## config.mk

```make
export PLATFORM = sky130hd
export DESIGN_NAME = evt_timer
export DESIGN_NICKNAME = d
export VERILOG_FILES = /design/src/rtl/evt_timer_pkg.sv /design/src/rtl/evt_timer_ctrl.sv /design/src/rtl/evt_timer_dp.sv /design/src/rtl/evt_timer.sv
export SDC_FILE = /design/constraint.sdc
export NUM_CORES = 1
export LEC_CHECK = 0
export BUFFER_PORTS_ARGS = -buffer_cell sky130_fd_sc_hd__buf_4
export CORE_MARGIN = 10
export CORE_UTILIZATION = 43
export CTS_CLUSTER_DIAMETER = 100
export CTS_CLUSTER_SIZE = 28
export DETAILED_ROUTE_END_ITERATION = 8
export PLACE_DENSITY = 0.7
export SYNTH_ARGS = -nofsm -noshare
export SYNTH_HDL_FRONTEND = slang
export SYNTH_SLANG_ARGS = --single-unit
```

## constraint.sdc

```tcl
create_clock -name clk -period 3.3 [get_ports clk]
set_input_delay 0.33 -clock clk [delete_from_list [all_inputs] [get_ports clk]]
set_output_delay 0.33 -clock clk [all_outputs]
set_load 0.01 [all_outputs]
```

## src/rtl/evt_timer_pkg.sv

```systemverilog
package evt_timer_pkg;

  typedef enum logic [1:0] {
    MODE_OFF     = 2'b00,
    MODE_EVENT   = 2'b01,
    MODE_TIMER   = 2'b10,
    MODE_CAPTURE = 2'b11
  } tmr_mode_e;

  localparam logic [1:0] ADDR_CTRL   = 2'd0;
  localparam logic [1:0] ADDR_BYTE_LO = 2'd1;
  localparam logic [1:0] ADDR_BYTE_HI = 2'd2;

  // strobes from control to datapath
  typedef struct packed {
    logic tick;     // advance counter
    logic plWrLo;   // preload low byte write
    logic plWrHi;   // preload high byte write
    logic loadNow;  // copy preload into counter (stopped)
    logic latchHi;  // capture high byte for coherent read
  } dp_strobe_t;

endpackage

```

## src/rtl/evt_timer_ctrl.sv

```systemverilog
module evt_timer_ctrl
  import evt_timer_pkg::*;
#(
  parameter int PSC_SEL_W   = 3,
  parameter int SYNC_STAGES = 2
) (
  input  logic       clk,
  input  logic       rstN,
  input  logic       wrEn,
  input  logic       rdEn,
  input  logic [1:0] addr,
  input  logic [7:0] wrData,
  input  logic [1:0] srcTick,
  input  logic       evtPin,
  output logic [7:0] ctrlVal,
  output dp_strobe_t strb
);

  localparam int PSC_CNT_W = (1 << PSC_SEL_W) - 1;

  logic [7:0]             ctrlQ;
  logic [SYNC_STAGES-1:0] syncQ;
  logic                   prevQ;
  logic [PSC_CNT_W-1:0]   pscQ;
  logic [PSC_CNT_W-1:0]   pscMask;

  tmr_mode_e mode;
  logic runBit, edgeSel, selTick, pscTick;
  logic pinLvl, pinRise, pinFall, actEdge, inactEdge, pinActive;
  logic ctrlWr, capClr;

  assign mode    = tmr_mode_e'(ctrlQ[7:6]);
  assign runBit  = ctrlQ[4];
  assign edgeSel = ctrlQ[3];
  assign selTick = srcTick[ctrlQ[5]];
  assign ctrlWr  = wrEn && (addr == ADDR_CTRL);

  // pin synchroniser and edge detector
  always_ff @(posedge clk or negedge rstN) begin
    if (!rstN) begin
      syncQ <= '0;
      prevQ <= 1'b0;
    end else begin
      syncQ <= {syncQ[SYNC_STAGES-2:0], evtPin};
      prevQ <= syncQ[SYNC_STAGES-1];
    end
  end

  assign pinLvl    = syncQ[SYNC_STAGES-1];
  assign pinRise   = pinLvl & ~prevQ;
  assign pinFall   = ~pinLvl & prevQ;
  assign actEdge   = edgeSel ? pinFall : pinRise;
  assign inactEdge = edgeSel ? pinRise : pinFall;
  assign pinActive = pinLvl ^ edgeSel;

  // prescaler: one output per 2^sel source ticks
  assign pscMask = (PSC_CNT_W'(1) << ctrlQ[PSC_SEL_W-1:0]) - PSC_CNT_W'(1);
  assign pscTick = runBit & selTick & ((pscQ & pscMask) == pscMask);

  always_ff @(posedge clk or negedge rstN) begin
    if (!rstN)          pscQ <= '0;
    else if (!runBit)   pscQ <= '0;
    else if (selTick)   pscQ <= pscQ + PSC_CNT_W'(1);
  end

  assign capClr = runBit && (mode == MODE_CAPTURE) && inactEdge;

  always_ff @(posedge clk or negedge rstN) begin
    if (!rstN)        ctrlQ <= '0;
    else if (ctrlWr)  ctrlQ <= wrData;
    else if (capClr)  ctrlQ[4] <= 1'b0;
  end

  always_comb begin
    strb = '0;
    unique case (mode)
      MODE_TIMER:   strb.tick = pscTick;
      MODE_EVENT:   strb.tick = runBit & actEdge;
      MODE_CAPTURE: strb.tick = pscTick & pinActive;
      default:      strb.tick = 1'b0;
    endcase
    strb.plWrLo  = wrEn && (addr == ADDR_BYTE_LO);
    strb.plWrHi  = wrEn && (addr == ADDR_BYTE_HI);
    strb.loadNow = (strb.plWrLo | strb.plWrHi) & ~runBit;
    strb.latchHi = rdEn && (addr == ADDR_BYTE_LO);
  end

  assign ctrlVal = ctrlQ;


  stopped_no_tick_chk: assert property (@(posedge clk) disable iff (!rstN)
    !runBit |-> !strb.tick);


  capture_self_stop_chk: assert property (@(posedge clk) disable iff (!rstN)
    (capClr && !ctrlWr) |=> !ctrlVal[4]);


  psc_restart_chk: assert property (@(posedge clk) disable iff (!rstN)
    (!runBit && !ctrlWr) |=> (pscQ == '0) && !strb.tick);

endmodule

```

## src/rtl/evt_timer_dp.sv

```systemverilog
module evt_timer_dp
  import evt_timer_pkg::*;
#(
  parameter int CNT_W = 16
) (
  input  logic       clk,
  input  logic       rstN,
  input  dp_strobe_t strb,
  input  logic [7:0] wrData,
  input  logic [1:0] addr,
  input  logic [7:0] ctrlVal,
  output logic [7:0] rdData,
  output logic       irq
);

  localparam logic [CNT_W-1:0] CNT_MAX = '1;

  logic [CNT_W-1:0] cntQ;
  logic [CNT_W-1:0] plQ;
  logic [CNT_W-1:0] plNext;
  logic [7:0]       rdHi;
  logic             irqQ;
  logic             atMax;

  generate
    if (CNT_W > 8) begin : g_wide
      logic [7:0] hiQ;

      always_comb begin
        plNext = plQ;
        if (strb.plWrLo) plNext[7:0]       = wrData;
        if (strb.plWrHi) plNext[CNT_W-1:8] = wrData[CNT_W-9:0];
      end

      always_ff @(posedge clk or negedge rstN) begin
        if (!rstN)             hiQ <= '0;
        else if (strb.latchHi) hiQ <= cntQ[CNT_W-1:8];
      end

      assign rdHi = hiQ;


      hi_latch_chk: assert property (@(posedge clk) disable iff (!rstN)
        strb.latchHi |=> hiQ == $past(cntQ[CNT_W-1:8]));
    end else begin : g_narrow
      always_comb begin
        plNext = plQ;
        if (strb.plWrLo) plNext = wrData;
      end
      assign rdHi = 8'h00;
    end
  endgenerate

  // preload is deliberately left without reset
  always_ff @(posedge clk) plQ <= plNext;

  assign atMax = (cntQ == CNT_MAX);

  always_ff @(posedge clk or negedge rstN) begin
    if (!rstN) begin
      cntQ <= '0;
      irqQ <= 1'b0;
    end else begin
      irqQ <= strb.tick & atMax;
      if (strb.loadNow)   cntQ <= plNext;
      else if (strb.tick) cntQ <= atMax ? plQ : cntQ + CNT_W'(1);
    end
  end

  always_comb begin
    unique case (addr)
      ADDR_CTRL:    rdData = ctrlVal;
      ADDR_BYTE_LO: rdData = cntQ[7:0];
      ADDR_BYTE_HI: rdData = rdHi;
      default:      rdData = 8'h00;
    endcase
  end

  assign irq = irqQ;


  reload_on_irq_chk: assert property (@(posedge clk) disable iff (!rstN)
    irqQ |-> cntQ == $past(plQ));


  load_stopped_chk: assert property (@(posedge clk) disable iff (!rstN)
    strb.loadNow |=> cntQ == $past(plNext));


  held_preload_chk: assert property (@(posedge clk) disable iff (!rstN)
    ((strb.plWrLo || strb.plWrHi) && !strb.loadNow && !strb.tick) |=> $stable(cntQ));

endmodule

```

## src/rtl/evt_timer.sv

```systemverilog
module evt_timer
  import evt_timer_pkg::*;
#(
  parameter int CNT_W       = 16,
  parameter int PSC_SEL_W   = 3,
  parameter int SYNC_STAGES = 2
) (
  input  logic       clk,
  input  logic       rstN,
  input  logic       wrEn,
  input  logic       rdEn,
  input  logic [1:0] addr,
  input  logic [7:0] wrData,
  output logic [7:0] rdData,
  input  logic       tickSrcA,
  input  logic       tickSrcB,
  input  logic       evtPin,
  output logic       irq
);

  dp_strobe_t strb;
  logic [7:0] ctrlVal;

  evt_timer_ctrl #(
    .PSC_SEL_W  (PSC_SEL_W),
    .SYNC_STAGES(SYNC_STAGES)
  ) ctrl_i (
    .clk    (clk),
    .rstN   (rstN),
    .wrEn   (wrEn),
    .rdEn   (rdEn),
    .addr   (addr),
    .wrData (wrData),
    .srcTick({tickSrcB, tickSrcA}),
    .evtPin (evtPin),
    .ctrlVal(ctrlVal),
    .strb   (strb)
  );

  evt_timer_dp #(
    .CNT_W(CNT_W)
  ) dp_i (
    .clk    (clk),
    .rstN   (rstN),
    .strb   (strb),
    .wrData (wrData),
    .addr   (addr),
    .ctrlVal(ctrlVal),
    .rdData (rdData),
    .irq    (irq)
  );

endmodule

```

* Yosys cells after proc, flatten, opt, wreduce, memory -nomap -nowiden
Index checks and enable logic that the tools add are counted.
** Word-level totals
- Register bits :: 59
- Bits of input ports :: 17
- Output and inout port bits :: 9
- Logic and storage cells :: 60
** Cells by class
- $add $sub $neg :: 3
- Order comparisons :: 1
- Eq/ne operators :: 8
- Shifts and indexed selects :: 1
- Muxes and demuxes :: 15
- Bitwise gates (word level) :: 14
- Reduce and logical (&&, ||, !) cells :: 9
** Operator list (number)
- $mux W16 :: 3
- $pmux W8 S3 :: 1
- $add A16 B1 Y16 const B :: 1
- $eq A16 B16 Y1 const B :: 1
- $mux W8 :: 2
- $mux W7 :: 2
- $and A1 B1 Y1 :: 8
- $add A7 B1 Y7 const B :: 1
- $and A7 B7 Y7 :: 1
- $eq A7 B7 Y1 :: 1
- $shl A1 B3 Y7 const A :: 1
- $sub A7 B2 Y7 const B :: 1
- $eq A2 B2 Y1 const B :: 3
- $logic_and A1 B1 Y1 :: 6
- $mux W1 :: 6
- $eq A2 B1 Y1 const B :: 2
- $reduce_bool A2 Y1 :: 2
- $not A1 Y1 :: 3
- $pmux W1 S3 :: 1
- $logic_not A2 Y1 :: 1
- $lt A1 B2 Y1 const B :: 1
- $ne A2 B2 Y1 const B :: 1
- $or A1 B1 Y1 :: 1
- $xor A1 B1 Y1 :: 1

* Depth between registers and ports, before layout
- Depth after elaboration :: 9
- Depth in mapped cells :: 11
- Gate-level depth less buffers :: 9

* Modules after synthesis
A second synthesis with hierarchy kept.
** Unflattened totals
- Cell total of the unflattened synthesis :: 303
- Area, all modules :: 3030.4 sq um
** By module, submodules not included
- evt_timer_dp :: times used 1, cells each 225, area an instance 2138.3 sq um, seq. area each 945.9 sq um
- evt_timer_ctrl :: times used 1, cells each 78, area an instance 892.1 sq um, seq. area each 450.4 sq um

* Least setup slack after synthesis
OpenSTA, ideal clock, no wires.
- Kind :: register to register
- Start :: reg ctrl_i.ctrlQ[1] (netlist: ctrl_i.ctrlVal[1])
- End :: reg dp_i.cntQ[8]
- Library setup time :: 0.135 ns
- Arrival :: 2.287 ns
- Required time :: 3.165 ns
- Path slack :: 0.878 ns
- Cell stages (with the launch flop) :: 11
- Buffers on the path :: 2
- Period minus slack after synthesis :: 2.422 ns
- Path through :: dfrtp_1 -> buf_6 -> or3_4 -> ha_1 -> o22a_1 -> nand3_1 -> a221oi_2 -> a31oi_2 -> buf_6 -> a2111oi_0 -> o31ai_1
** On the way
- Longest elaborated chain between the ends :: 8
** RTL lines
- start: declaration :: line evt_timer_ctrl.sv:21 : logic [7:0] ctrlQ;
- start signal: assignment :: line evt_timer_ctrl.sv:70 : else if (ctrlWr) ctrlQ <= wrData;
- $shl A1 B3 Y7 * :: line evt_timer_ctrl.sv:57 : assign pscMask = (PSC_CNT_W'(1) << ctrlQ[PSC_SEL_W-1:0]) - PSC_CNT_W'(1);
- $sub A7 B2 Y7 * :: line evt_timer_ctrl.sv:57
- $and A7 B7 Y7 :: line evt_timer_ctrl.sv:58 : assign pscTick = runBit & selTick & ((pscQ & pscMask) == pscMask);
- $eq A7 B7 Y1 * :: line evt_timer_ctrl.sv:58
- $and A1 B1 Y1 * :: line evt_timer_ctrl.sv:58
- $and A1 B1 Y1 :: line evt_timer_ctrl.sv:79 : MODE_CAPTURE: strb.tick = pscTick & pinActive;
- $pmux W1 S3 * :: line evt_timer_ctrl.sv:76 : unique case (mode)
- $reduce_bool A2 Y1 (no source line) *
- end signal: assignment :: line evt_timer_dp.sv:65 : if (strb.loadNow) cntQ <= plNext;
- end signal: assignment :: line evt_timer_dp.sv:66 : else if (strb.tick) cntQ <= atMax ? plQ : cntQ + CNT_W'(1);
- end: declaration :: line evt_timer_dp.sv:18 : logic [CNT_W-1:0] cntQ;
Every way passes the cells marked *; elsewhere a longest branch is shown, timed or not.
A chain may end at the register's enable or synchronous reset.

* Final worst setup path
- Start :: reg ctrl_i.ctrlQ[1] (netlist: ctrl_i.ctrlVal[1])
- End :: reg dp_i.cntQ[11]
Same word-level chain as after synthesis.

==> reports/results.txt <==
Die Area: 10900 um^2
Yosys warning total: 0
DRC violations left: 0
Total power: 2.37 mW
Diode count: 0
Top post-synthesis cells by area: dfrtp_1 (35%), mux2_2 (11%), dfxtp_1 (10%)
Hold depth: 1
RSZ-0062 raised after global routing: no
Layout cells sized above 1: 0.237
Worst flop-to-flop path endpoint: dp_i.cntQ[11]
Clock Skews: 0.00909 ns
Number of fillers in the final layout: 618
Status: finished clean
Core Region: 6870 um^2
Reg2reg start: ctrl_i.ctrlVal[1]
Worst-path fanout max: 14
Final wirelength: 7380 um
Min-delay src: evtPin
Num CTS Buffers: 9
Ys async rst share: 0.729
Crit path largest cell delay: 0.54 ns
Sequential share of the synthesized area: 0.453
Root buffer cell: clkbuf_8
R2R depth: 9
Crit-path cells: or3_4 -> ha_1 -> o22a_1 -> nand3_1 -> a221oi_2 -> a31oi_2 -> buf_4 -> a211oi_1 -> a221o_1
Setup Buffers After CTS: 0
Setup TNS: 0 ns
Leak: 1.48 nW
Max Transition Viols Final: 0
Mapped cell area: 3080 um^2
Die W: 105 um
Finished Layout Cells: 430
Startpoint types: register
Initial antenna violation count: 0
Clk buf depth: 2
Dpl cells: 413
Peak VDD IR: 286 uV
Pre-Repair DR Iteration Count: 4
Worst Hold Class: in2reg
Syn nets: 322
Final Worst Setup Slack: 0.440 ns
Distinct cells, synth: 50
Hold Path End: ctrl_i.syncQ[0]
Final hold violations: 0
Worst R2R Setup Slack: 0.44 ns
Initial DRC count: 161
Share of the synthesized area in the top cell type: 0.349
Final RePlAce weighted congestion: 0.871
Vias in the first global route: 2323
CTS tree: done
Starting Density: 0.448
GRT Overall Usage: 0.139
Top Ports: 26
F_max: 350 MHz
Worst-margin pin slew: 0.708 ns
Die Y: 105 um
Clock-pin slew on the worst setup and hold paths: 0.07 ns
Crit Path Class: reg2reg
Overflow after GRT: 0
Crit-path slowest cell: a31oi_2
Max Cap Viol: 0
Final worst path period share: 0.867
Number of synthesized register bits: 59
Post-Place Worst Slack: 0.468 ns
Final ANT Viol Nets: 0
Max transition margin: 0.526
Area leader, netlist: dfrtp_1
Layout area overhead: 15.3%
Cell row count: 30
DP Area: 3340 um^2
Design Area, Final: 3550 um^2
Via count: 2396
CP endpoint kind: register
Fin nets: 349
Synth Area per Inst: 10.2 um^2
First-pass GRT wire length: 12200 um
Largest net degree at the start of global routing: 44
Port buffer count: 25
Clock insertion delay at the later pin of the skew report: 0.35 ns
Endpoints failing setup: 0
Ys flop type: dfrtp_1
Routed vias/inst: 5.57
Crit path DAT: 3.09 ns
Critical Path RT: 3.53 ns
Fin crit period: 2.86 ns
Routed length per instance: 17.2 um
Pwr Density: 666 nW/um^2
Gate Count Post-Synth: 302
Post-synth EDFFs: 0
Hpwl dp: 5420 um
Clock sinks: 59
H-tree levels: 3
## per-layer routing
layer | routed length, um | global-route usage | vias to the layer above
met2 | 3170 | 0.198 | 66
met4 | 174 | 0.0716 | 0
met5 | 0 | 0 | -
met3 | 424 | 0.0338 | 15
li1 | - | - | 1156
met1 | 3600 | 0.190 | 1159
## power by group
group	switching, mW	internal, mW
combinational	0.272	0.304
sequential	0.222	0.907
clock	0.293	0.367
## cell usage in the layout, fill, tap and decap left out, types with 3 or more instances in the layout
cell type	netlist	final
and3_1	4	4
o41a_1	3	3
clkinvlp_4	0	4
ha_1	3	3
xnor2_1	10	10
dfrtp_1	43	43
nor2_1	22	22
nand4_1	7	7
o21ai_0	15	15
a211oi_1	7	7
inv_1	9	9
nor2b_1	7	7
mux2_2	30	30
nand2_1	32	32
nand3_1	8	8
a21oi_1	9	9
clkbuf_8	0	10
buf_4	0	27
mux2i_1	13	13
a221o_1	9	9
xor2_1	3	3
dfxtp_1	16	16
and2_1	8	8
## worst max path at each step
stage               cells past startpoint             to              start  slack (ns)
global placement                        8   dp_i.cntQ[1]  ctrl_i.ctrlVal[1]        0.53
floorplan                              10   dp_i.cntQ[8]  ctrl_i.ctrlVal[1]        0.88
finish                                  9  dp_i.cntQ[11]  ctrl_i.ctrlVal[1]        0.44
CTS                                     9   dp_i.cntQ[0]  ctrl_i.ctrlVal[1]        0.45
global route                            9   dp_i.cntQ[8]  ctrl_i.ctrlVal[1]        0.25
detailed placement                      9  dp_i.cntQ[11]  ctrl_i.ctrlVal[1]        0.47
## logic make-up after synthesis
family                     after synthesis  share of synthesized area
muxes                                   43                      0.152
AOI/OAI and AO/OA                       60                      0.144
DFF                                     59                      0.453
buffers and inverters                   21                     0.0317
xor gates and xnor gates                13                     0.0370
and+or+nand+nor                        102                      0.167
adders and majority gates                4                     0.0154
## Yosys cell counts, types with 2 or more instances
library cell and number:
xnor2_1 10, xor2_1 3, mux2_2 30, o41a_1 3, nor2b_1 7, o21ai_0 15, dfxtp_1 16, and4_1 2
ha_1 3, nand4_1 7, nor2_1 22, a221o_1 9, and2_1 8, and3_1 4, nand3_1 8, inv_1 9
mux2i_1 13, a21oi_1 9, dfrtp_1 43, clkbuf_1 7, nor4_1 2, a2111oi_0 2, a2bb2oi_1 2, a211oi_1 7
nor3_1 2, buf_6 2, buf_2 3, nand2_1 32
## worst max-delay path: cells and delay by family (launching register included)
kind / cells / cell delay, ns
AO/OA/AOI/OAI: 5 / 1.15
AND/OR/NAND/NOR: 2 / 0.51
adder cells (fa/ha/maj): 1 / 0.30
flip-flops: 1 / 0.47
buffers and inverters: 1 / 0.32
## repair_timing
item                      4_1_cts  5_1_grt
hold endpoints to repair       38        0
hold buffers                    1        0
resized for setup               0        0
## metrics by stage
step / hold slack (ns) / utilization
after global routing: 0.0833 / 0.517
after CTS: 0.0853 / 0.517
final: 0.0907 / 0.517
after detailed placement: 0.341 / 0.486
after global placement: 0.337 / 0.486
after floorplan: 0.0344 / -
## area by class of cell
cell class              instances  area (um^2)  share of cell area
flip-flops and latches         59         1400               0.393
clock inverters                 6         65.1              0.0183
multi-input cells             222         1590               0.447
repair buffers                 28          213              0.0599
well taps                      96          120              0.0338
clock buffers                  10          138              0.0387
inverters                       9         33.8             0.00951
## registers in the layout, indices dropped and copies added (netlist names)
signal / count
dp_i.cntQ: 16
dp_i.plQ: 16
ctrl_i.ctrlVal: 8
dp_i.g_wide.hiQ: 8
ctrl_i.pscQ: 7
ctrl_i.syncQ: 2
ctrl_i.prevQ: 1
dp_i.irq: 1
No activity file was read; power rests on OpenSTA's default activity.
